### src/rtl/i2srx_pkg.sv
package i2srx_pkg;

    localparam int SAMPLE_W = 16;

    typedef enum logic [1:0] {
        STD_PHILIPS = 2'b00,
        STD_MSB     = 2'b01,
        STD_LSB     = 2'b10,
        STD_PCM     = 2'b11
    } std_e;

    typedef struct packed {
        logic [SAMPLE_W-1:0] data;
        logic                side;
    } sample_t;

    // Rising-edge detector for the oversampled bit clock.
    function automatic logic rise(input logic now, input logic prev);
        return now & ~prev;
    endfunction

endpackage

### src/rtl/i2srx_frame.sv
module i2srx_frame
    import i2srx_pkg::*;
#(
    parameter int SLOT_S = 16,
    parameter int SLOT_L = 32,
    parameter int DATA_W = SAMPLE_W
) (
    input  logic clk,
    input  logic rst,
    input  logic en,
    input  logic master,
    input  std_e std,
    input  logic chan32,
    input  logic sck,
    input  logic ws_in,
    input  logic active,
    output logic tick,
    output logic start,
    output logic start_side,
    output logic ws_out
);
    localparam int POS_W = $clog2(SLOT_L) + 1;
    localparam logic [POS_W-1:0] POS_MAX = '1;

    logic             sck_q, ws_prev, synced, run, ws_now, ws_edge;
    logic [POS_W-1:0] pos, pos_cur, slot_len, lsb_pos, mcnt;

    assign run      = en | active;
    assign tick     = rise(sck, sck_q);
    assign ws_now   = master ? ws_out : ws_in;
    assign ws_edge  = ws_now ^ ws_prev;
    assign slot_len = chan32 ? POS_W'(SLOT_L) : POS_W'(SLOT_S);
    assign lsb_pos  = slot_len - POS_W'(DATA_W);

    // Position of the current bit inside its slot (0 = first bit after a change).
    always_comb begin
        if (ws_edge)             pos_cur = '0;
        else if (pos == POS_MAX) pos_cur = pos;
        else                     pos_cur = pos + POS_W'(1);
    end

    always_comb begin
        start = 1'b0;
        if (tick && en) begin
            unique case (std)
                STD_PHILIPS: start = synced && (pos_cur == POS_W'(1));
                STD_MSB:     start = ws_edge;
                STD_LSB:     start = (synced || ws_edge) && (pos_cur == lsb_pos);
                default:     start = ws_prev && !ws_now;
            endcase
        end
    end

    assign start_side = (std == STD_PCM) ? 1'b0 : ws_now;

    always_ff @(posedge clk) begin
        if (rst) begin
            sck_q   <= 1'b0;
            ws_prev <= 1'b0;
            synced  <= 1'b0;
            pos     <= '0;
            mcnt    <= '0;
            ws_out  <= 1'b0;
        end else begin
            sck_q <= sck;
            if (tick) ws_prev <= ws_now;
            if (!run) begin
                synced <= 1'b0;
                pos    <= '0;
                mcnt   <= '0;
                ws_out <= 1'b0;
            end else if (tick) begin
                pos <= pos_cur;
                if (ws_edge) synced <= 1'b1;
                if (master) begin
                    if (mcnt == slot_len - POS_W'(1)) begin
                        mcnt   <= '0;
                        ws_out <= (std == STD_PCM) ? 1'b1 : ~ws_out;
                    end else begin
                        mcnt <= mcnt + POS_W'(1);
                        if (std == STD_PCM) ws_out <= 1'b0;
                    end
                end
            end
        end
    end
endmodule

### src/rtl/i2srx_shift.sv
module i2srx_shift
    import i2srx_pkg::*;
#(
    parameter int DATA_W = SAMPLE_W
) (
    input  logic    clk,
    input  logic    rst,
    input  logic    tick,
    input  logic    start,
    input  logic    start_side,
    input  logic    sd,
    output logic    active,
    output logic    done,
    output sample_t smp
);
    localparam int CNT_W = $clog2(DATA_W) + 1;

    logic [CNT_W-1:0]  cnt;
    logic [DATA_W-1:0] sh;
    logic              side;

    always_ff @(posedge clk) begin
        if (rst) begin
            cnt    <= '0;
            sh     <= '0;
            side   <= 1'b0;
            active <= 1'b0;
            done   <= 1'b0;
        end else begin
            done <= 1'b0;
            if (tick) begin
                if (start) begin
                    sh     <= {sh[DATA_W-2:0], sd};
                    cnt    <= CNT_W'(1);
                    active <= 1'b1;
                    side   <= start_side;
                end else if (active) begin
                    sh  <= {sh[DATA_W-2:0], sd};
                    cnt <= cnt + CNT_W'(1);
                    if (cnt == CNT_W'(DATA_W - 1)) begin
                        active <= 1'b0;
                        done   <= 1'b1;
                    end
                end
            end
        end
    end

    assign smp.data = sh;
    assign smp.side = side;
endmodule

### src/rtl/i2srx_buffer.sv
module i2srx_buffer
    import i2srx_pkg::*;
(
    input  logic    clk,
    input  logic    rst,
    input  logic    done,
    input  sample_t smp_in,
    input  logic    rd,
    output sample_t held,
    output logic    nempty,
    output logic    overrun
);
    always_ff @(posedge clk) begin
        if (rst) begin
            held    <= '0;
            nempty  <= 1'b0;
            overrun <= 1'b0;
        end else if (done) begin
            held    <= smp_in;
            nempty  <= 1'b1;
            overrun <= (overrun | nempty) & ~rd;
        end else if (rd) begin
            nempty  <= 1'b0;
            overrun <= 1'b0;
        end
    end
endmodule

### src/rtl/i2s_audio_rx.sv
module i2s_audio_rx
    import i2srx_pkg::*;
#(
    parameter int SLOT_S = 16,
    parameter int SLOT_L = 32,
    parameter int DATA_W = SAMPLE_W
) (
    input  logic              clk,
    input  logic              rst,
    input  logic              en,
    input  logic              master,
    input  logic [1:0]        std_sel,
    input  logic              chan32,
    input  logic              sck,
    input  logic              ws_in,
    input  logic              sd,
    input  logic              rd,
    output logic              ws_out,
    output logic [DATA_W-1:0] rx_data,
    output logic              rx_side,
    output logic              rx_nempty,
    output logic              rx_overrun,
    output logic              busy
);
    logic    tick, start, start_side, active, done;
    sample_t cap, held;
    std_e    std;

    assign std = std_e'(std_sel);

    i2srx_frame #(.SLOT_S(SLOT_S), .SLOT_L(SLOT_L), .DATA_W(DATA_W)) u_frame (
        .clk(clk), .rst(rst), .en(en), .master(master), .std(std),
        .chan32(chan32), .sck(sck), .ws_in(ws_in), .active(active),
        .tick(tick), .start(start), .start_side(start_side), .ws_out(ws_out)
    );

    i2srx_shift #(.DATA_W(DATA_W)) u_shift (
        .clk(clk), .rst(rst), .tick(tick), .start(start),
        .start_side(start_side), .sd(sd), .active(active),
        .done(done), .smp(cap)
    );

    i2srx_buffer u_buf (
        .clk(clk), .rst(rst), .done(done), .smp_in(cap), .rd(rd),
        .held(held), .nempty(rx_nempty), .overrun(rx_overrun)
    );

    assign rx_data = held.data;
    assign rx_side = held.side;
    assign busy    = en | active;
endmodule

### config.mk
export PLATFORM = sky130hd
export DESIGN_NAME = i2s_audio_rx
export DESIGN_NICKNAME = d
export VERILOG_FILES = /design/src/rtl/i2srx_pkg.sv /design/src/rtl/i2srx_frame.sv /design/src/rtl/i2srx_shift.sv /design/src/rtl/i2srx_buffer.sv /design/src/rtl/i2s_audio_rx.sv
export SDC_FILE = /design/constraint.sdc
export NUM_CORES = 1
export LEC_CHECK = 0
export BUFFER_PORTS_ARGS = -buffer_cell sky130_fd_sc_hd__buf_2
export CORE_ASPECT_RATIO = 1.4
export CORE_MARGIN = 4
export CORE_UTILIZATION = 50
export CTS_CLUSTER_DIAMETER = 80
export CTS_CLUSTER_SIZE = 28
export DETAILED_ROUTE_END_ITERATION = 6
export PLACE_DENSITY = 0.69
export SETUP_SLACK_MARGIN = 0.02
export SYNTH_ARGS = -nofsm -noshare
export SYNTH_HDL_FRONTEND = slang
export SYNTH_HIERARCHICAL = 1
export SYNTH_SLANG_ARGS = --single-unit
### constraint.sdc
create_clock -name clk -period 5.45 [get_ports clk]
set_input_delay 0 -clock clk [delete_from_list [all_inputs] [get_ports clk]]
set_output_delay 0 -clock clk [all_outputs]
set_load 0.05 [all_outputs]
Word-level counts from Yosys, hierarchy flattened
Index checks and enable logic that the tools add are counted.
Cells by class
  eq/ne operators: 8
  reductions and logical operators: 17
  multiplexer cells: 22
  bitwise operators: 11
  add/subtract/negate cells: 5
Operators with widths (number)
  $mux 16: 2
  $mux 6: 4
  $mux 1: 13
  $add 6x1->6 const B: 2
  $eq 6x6->1: 2
  $mux 5: 2
  $reduce_and 2->1: 4
  $eq 6x1->1 const B: 1
  $eq 6x6->1 const B: 1
  $not 1->1: 6
  $reduce_bool 2->1: 3
  $sub 6x1->6 const B: 1
  $sub 6x5->6 const B: 1
  $add 5x1->5 const B: 1
  $eq 5x4->1 const B: 1
  $eq 2x2->1 const B: 2
  $logic_and 1x1->1: 4
  $reduce_or 4->1: 1
  $pmux 1 s3: 1
  $reduce_and 3->1: 1
  $and 1x1->1: 2
  $eq 2x1->1 const B: 1
  $logic_not 2->1: 1
  $or 1x1->1: 2
  other kinds (4): 4
Word-level totals
  output and inout bits: 21
  register bits after elaboration: 59
  word-level logic and storage cells: 78
  bits of input ports: 11

Logic depth before layout (Yosys ltp)
  word-level depth: 9
  gate-level depth with buffers: 13
  depth with buffers taken out: 9

Hierarchy
Netlist, hierarchy kept.
Modules (own cells, without submodules)
  i2srx_frame: area each 998.5 um2, instances 1, sequential area each 320.3 um2, cells an instance 121
  i2srx_shift: area each 932.1 um2, instances 1, sequential area each 480.5 um2, cells an instance 113
  i2srx_buffer: area each 685.7 um2, instances 1, sequential area each 380.4 um2, cells an instance 62
  i2s_audio_rx: area each 6.3 um2, instances 1, sequential area each 0.0 um2, cells an instance 1

Worst setup path after synthesis
No wires, ideal clock.
  path type: reg2reg
  start point: register u_frame.ws_out
  end point: register u_shift.cnt[3]
  setup time: 0.086 ns
  clock period less this slack: 2.720 ns
  required time: 5.364 ns
  path slack: 2.730 ns
  buffers on the path: 2
  arrival: 2.634 ns
  cell stages (with the launch flop): 12
  cells stage by stage: dfxtp_1 mux2i_1 ha_1 buf_6 nor2b_1 o21ai_0 and3_2 o211a_1 buf_4 o21ai_1 or3_1 a221oi_2
On the way
  longest elaborated chain between the ends: 9
  elaborated cells on any way between the ends: 15
  classes of those cells: eq/ne: 2; mux: 5; bitwise: 1; reduce/logical: 7
Ends and longest elaborated chain
  start, declared: line i2srx_frame.sv:20  | output logic ws_out
  start signal, assigned: line i2srx_frame.sv:78  | ws_out <= (std == STD_PCM) ? 1'b1 : ~ws_out;
  $mux 1 *: line i2srx_frame.sv:30  | assign ws_now = master ? ws_out : ws_in;
  $xor 1x1->1: line i2srx_frame.sv:31  | assign ws_edge = ws_now ^ ws_prev;
  $mux 6: line i2srx_frame.sv:37  | if (ws_edge) pos_cur = '0;
  $eq 6x6->1 or $eq 6x1->1 (tied branches): line i2srx_frame.sv:48, i2srx_frame.sv:46
  $logic_and 1x1->1 (on tied branches): line i2srx_frame.sv:48, i2srx_frame.sv:46
  $pmux 1 s3 *: line i2srx_frame.sv:45  | unique case (std)
  $mux 1 *: line i2srx_frame.sv:44  | if (tick && en) begin
  via start: line i2s_audio_rx.sv:25  | logic tick, start, start_side, active, done;
  $reduce_bool 2->1 (no line)
  $reduce_and 2->1 (no line)
  end signal, assigned: line i2srx_shift.sv:39  | cnt <= cnt + CNT_W'(1);
  end, declared: line i2srx_shift.sv:18  | logic [CNT_W-1:0] cnt;
Mark *: on every way through the listed nets, which the timed path passes. The rest lies on a longest branch.
A chain may end at the register's enable or synchronous reset.

Worst setup path in the final report
  start point: register u_frame.pos[0]
  end point: register u_shift.cnt[3]
On the way
  longest elaborated chain between the ends: 9
  elaborated cells on any way between the ends: 13
  classes of those cells: add/sub: 1; eq/ne: 3; mux: 5; reduce/logical: 4
Ends and longest elaborated chain
  start, declared: line i2srx_frame.sv:26  | logic [POS_W-1:0] pos, pos_cur, slot_len, lsb_pos, mcnt;
  start signal, assigned: line i2srx_frame.sv:73  | pos <= pos_cur;
  $add 6x1->6 or $eq 6x6->1 (tied branches): line i2srx_frame.sv:39, i2srx_frame.sv:38
  $mux 6 *: line i2srx_frame.sv:38  | else if (pos == POS_MAX) pos_cur = pos;
  $mux 6 *: line i2srx_frame.sv:37
  $eq 6x6->1 or $eq 6x1->1 (tied branches): line i2srx_frame.sv:48, i2srx_frame.sv:46
  $logic_and 1x1->1 (on tied branches): line i2srx_frame.sv:48, i2srx_frame.sv:46
  $pmux 1 s3 *: line i2srx_frame.sv:45
  $mux 1 *: line i2srx_frame.sv:44
  via start: line i2s_audio_rx.sv:25
  $reduce_bool 2->1 (no line)
  $reduce_and 2->1 (no line)
Marks and branches as above.

==> results.toml <==
[run_status]
outcome = "completed"

[power_and_ir_drop]
p_seq_share_pct = 50.6
p_per_area_nw_per_um2 = 292.2
leakage_nw = 1.140
combPwrFrac_pct = 5.1
switching_share_pct = 22.22
p_sw_mw = 0.1915
internal_power_mw = 0.6705
finalPower_mw = 0.8620
clkPwrFrac_pct = 44.3
irDropWorstVdd_mv = 0.2222

[logic_synthesis]
yosysTopAreaCell = "dfxtp_1"
syn-num-nets = 313
synth_mux_area_share_pct = 7.681
synth.area.top_cells = "dfxtp_1 (45%), mux2i_1 (7.3%), nand2_1 (6.7%)"
yosysWarnings = 6
synth_ff_type = "dfxtp_1"
syn_area_per_cell_sq_um = 8.830
synth_edf_count = 0
synth_compound_area_share_pct = 13.84
async_flop_share_pct = 0
ys_ff_latch = 59
syn_area_sq_um = 2623
synth_top_family_by_area = "simple AND/OR/NAND/NOR gates"
ys_seq_area_share_pct = 45.04
ys_types = 54
synthSimpleGateAreaFrac_pct = 22.09
synthAdderAreaFrac_pct = 2.385
synth_top_area_share_pct = 45.04
syn_inst = 297
synth_xor_area_share_pct = 2.672

[route]
routed_wl_mm = 4.756
via_per_inst = 5.244
vias = 2066
dr.pass1.iters = 4
ant_nets = 0
first_iter_violations = 127
wl_met2_mm = 2.303
drc_errors = 0
highest-signal-layer = "met4"
wirelength_met1_mm = 2.133
wl_met3_um = 214
routedWlPerCell_um = 12.07

[sta]
final-setup-viol-count = 0
rsz0062_at_grt = "no"
fin_setup_tns_ps = 0
slew_viol_final = 0
tightest_slew_ps = 1008
clock_skew_ps = 5.603
hold_viol = 0
max_freq_mhz = 350.3
period_needed_ps = 2855
slew_headroom_pct = 32.69
fin_crit_sh_pct = 52.38
holdWs_ps = 53.87

[setup_path]
start_kind = "flip-flop"
crit_fanout = 20
path_class = "flip-flop to flip-flop"
critPathArrivalTime_ps = 3090
r2r_start = "u_frame/pos[0]"
r2r_end = "u_shift/cnt[3]"
end_kind = "flip-flop"
cp.required_ps = 5680
r2r_slack_ps = 2600
worst_r2r_path_depth = 10

[clock_network]
clk_path_buf_depth = 2
tritoncts = "done"
clk_pin_slew_ps = 70
cts_root_buffer = "clkbuf_8"
clock-sinks = 59
cts_buffers = 9
htreeDepth = 3
insertion_delay_ps = 330

[die]
ios = 32
rows = 30
start_util_pct = 52.93
core_area_sq_um = 4955
die_y_um = 93.69
die_area_sq_um = 6484
die_w_um = 69.21

[cells_and_area]
drive_gt1_share_pct = 18.18
final_nets = 341
diodes = 0
layout_commonest_cell = "dfxtp_1"
synthToLayoutAreaGrowth_pct = 12.50
fillers = 480
final_cell_mix = "dfxtp_1 (59), nand2_1 (47), nor2_1 (37)"

[global_routing]
grt_pass1_vias = 2005
grt_max_degree = 47
antenna_found_initial = 0
grt_pass1_wl_mm = 8.480
grt.total_usage_pct = 16.06
gr-total-overflow = 0

[placed_design]
routabilityCongestion = 0.9267
io_buffer_count = 31
dp.final_hpwl_mm = 3.250

[min_path]
whs_endpoint = "u_shift/side"
hp-start = "std_sel[0]"
hold_class = "input port to flip-flop"
worstHoldPathCells = 4

[job]
maxCapViolCount = 0
[how the worst max path moves through the flow]
stage                               from        endpoint  slack (ps)  depth (start not counted)
after floorplan           u_frame/ws_out  u_shift/cnt[3]        2730                         11
after global placement    u_frame/pos[0]  u_shift/cnt[3]        2730                         10
after detailed placement  u_frame/pos[0]  u_shift/cnt[3]        2640                         10
after CTS                 u_frame/pos[0]  u_shift/cnt[3]        2610                         10
after global routing      u_frame/ws_out  u_shift/cnt[3]        2430                         10
final                     u_frame/pos[0]  u_shift/cnt[3]        2600                         10
[synthesized netlist by cell type (2+ instances only)]
library cell,n
xnor2_1,2
ha_1,5
nand3b_1,2
o21bai_1,2
nand3_1,6
and3_2,2
mux2i_1,19
and3_1,3
nand2_1,47
inv_1,7
o21ai_1,2
nand4_1,4
nor2b_1,3
nor2_1,37
a21oi_1,31
and2_1,2
o21ai_0,7
dfxtp_1,59
buf_6,4
xor2_1,6
buf_2,5
buf_4,5
clkbuf_1,3
nand2b_1,2
a211oi_1,3
[state kept, by name, summed over array words and instances (netlist names)]
register	flops
u_buf/overrun	1
u_shift/sh	16
u_frame/pos	6
u_shift/cnt	5
u_shift/active	1
u_buf/held	17
u_frame/mcnt	6
u_frame/ws_prev	1
u_frame/synced	1
u_frame/ws_out	1
u_buf/nempty	1
u_frame/sck_q	1
u_shift/side	1
u_shift/done	1
[worst max-delay path, cell delays in order (launching register included)]
cell and delay, ps:
dfxtp_1 420, ha_1 290, nand4_4 160, o22ai_2 260, o221ai_1 160, o21ai_0 200
o211a_1 330, o21ai_1 90, buf_4 230, or3_1 370, a221oi_2 240
[what timing repair did]
item / in CTS / in global routing
hold buffers: 3 / 0
buffers inserted: 0 / 0
gates resized for setup: 0 / 0
hold endpoints to repair: 4 / 0
[cell type report]
class	count	area, sq um	share of cell area (%)
multi-input combinational	213	1276	43.26
sequential	59	1181	40.03
timing repair buffer	35	192.7	6.531
clock buffer	11	141.4	4.792
tap	64	80.08	2.714
clock inverter	5	52.55	1.781
inverter	7	26.28	0.8906
[layer usage]
metal,vias to the layer above,global-route usage [%]
met5,-,0
li1,1066,-
met3,11,4.283
met2,44,26.99
met4,0,9.609
met1,945,18.12
[power by group through the flow]
| stage | combinational, mW | clock [mW] | sequential (mW) |
|---|---|---|---|
| floorplan | 0.0351 | 0 | 0.445 |
| global route | 0.0500 | 0.415 | 0.436 |
| CTS | 0.0444 | 0.394 | 0.436 |
| global placement | 0.0424 | 0 | 0.445 |
| finish | 0.0444 | 0.382 | 0.436 |
| detailed placement | 0.0424 | 0 | 0.445 |
[kinds of logic after synthesis]
logic type	count (synthesis)
muxes	20
adders and majority gates	5
buffers and inverters	25
DFF	59
xor gates and xnor gates	8
and+or+nand+nor	121
AOI/OAI and AO/OA	59
[through the flow]
stage	util (%)	cell area (sq um)	cells	setup WS, ps
detailed placement	55.03	2726	375	2644
global route	59.55	2950	394	2425
global placement	55.03	2726	375	2729
finish	59.55	2950	394	2595
CTS	59.55	2950	394	2613
floorplan	-	2623	297	2730
Note: power is estimated with default switching activity, not from simulation.
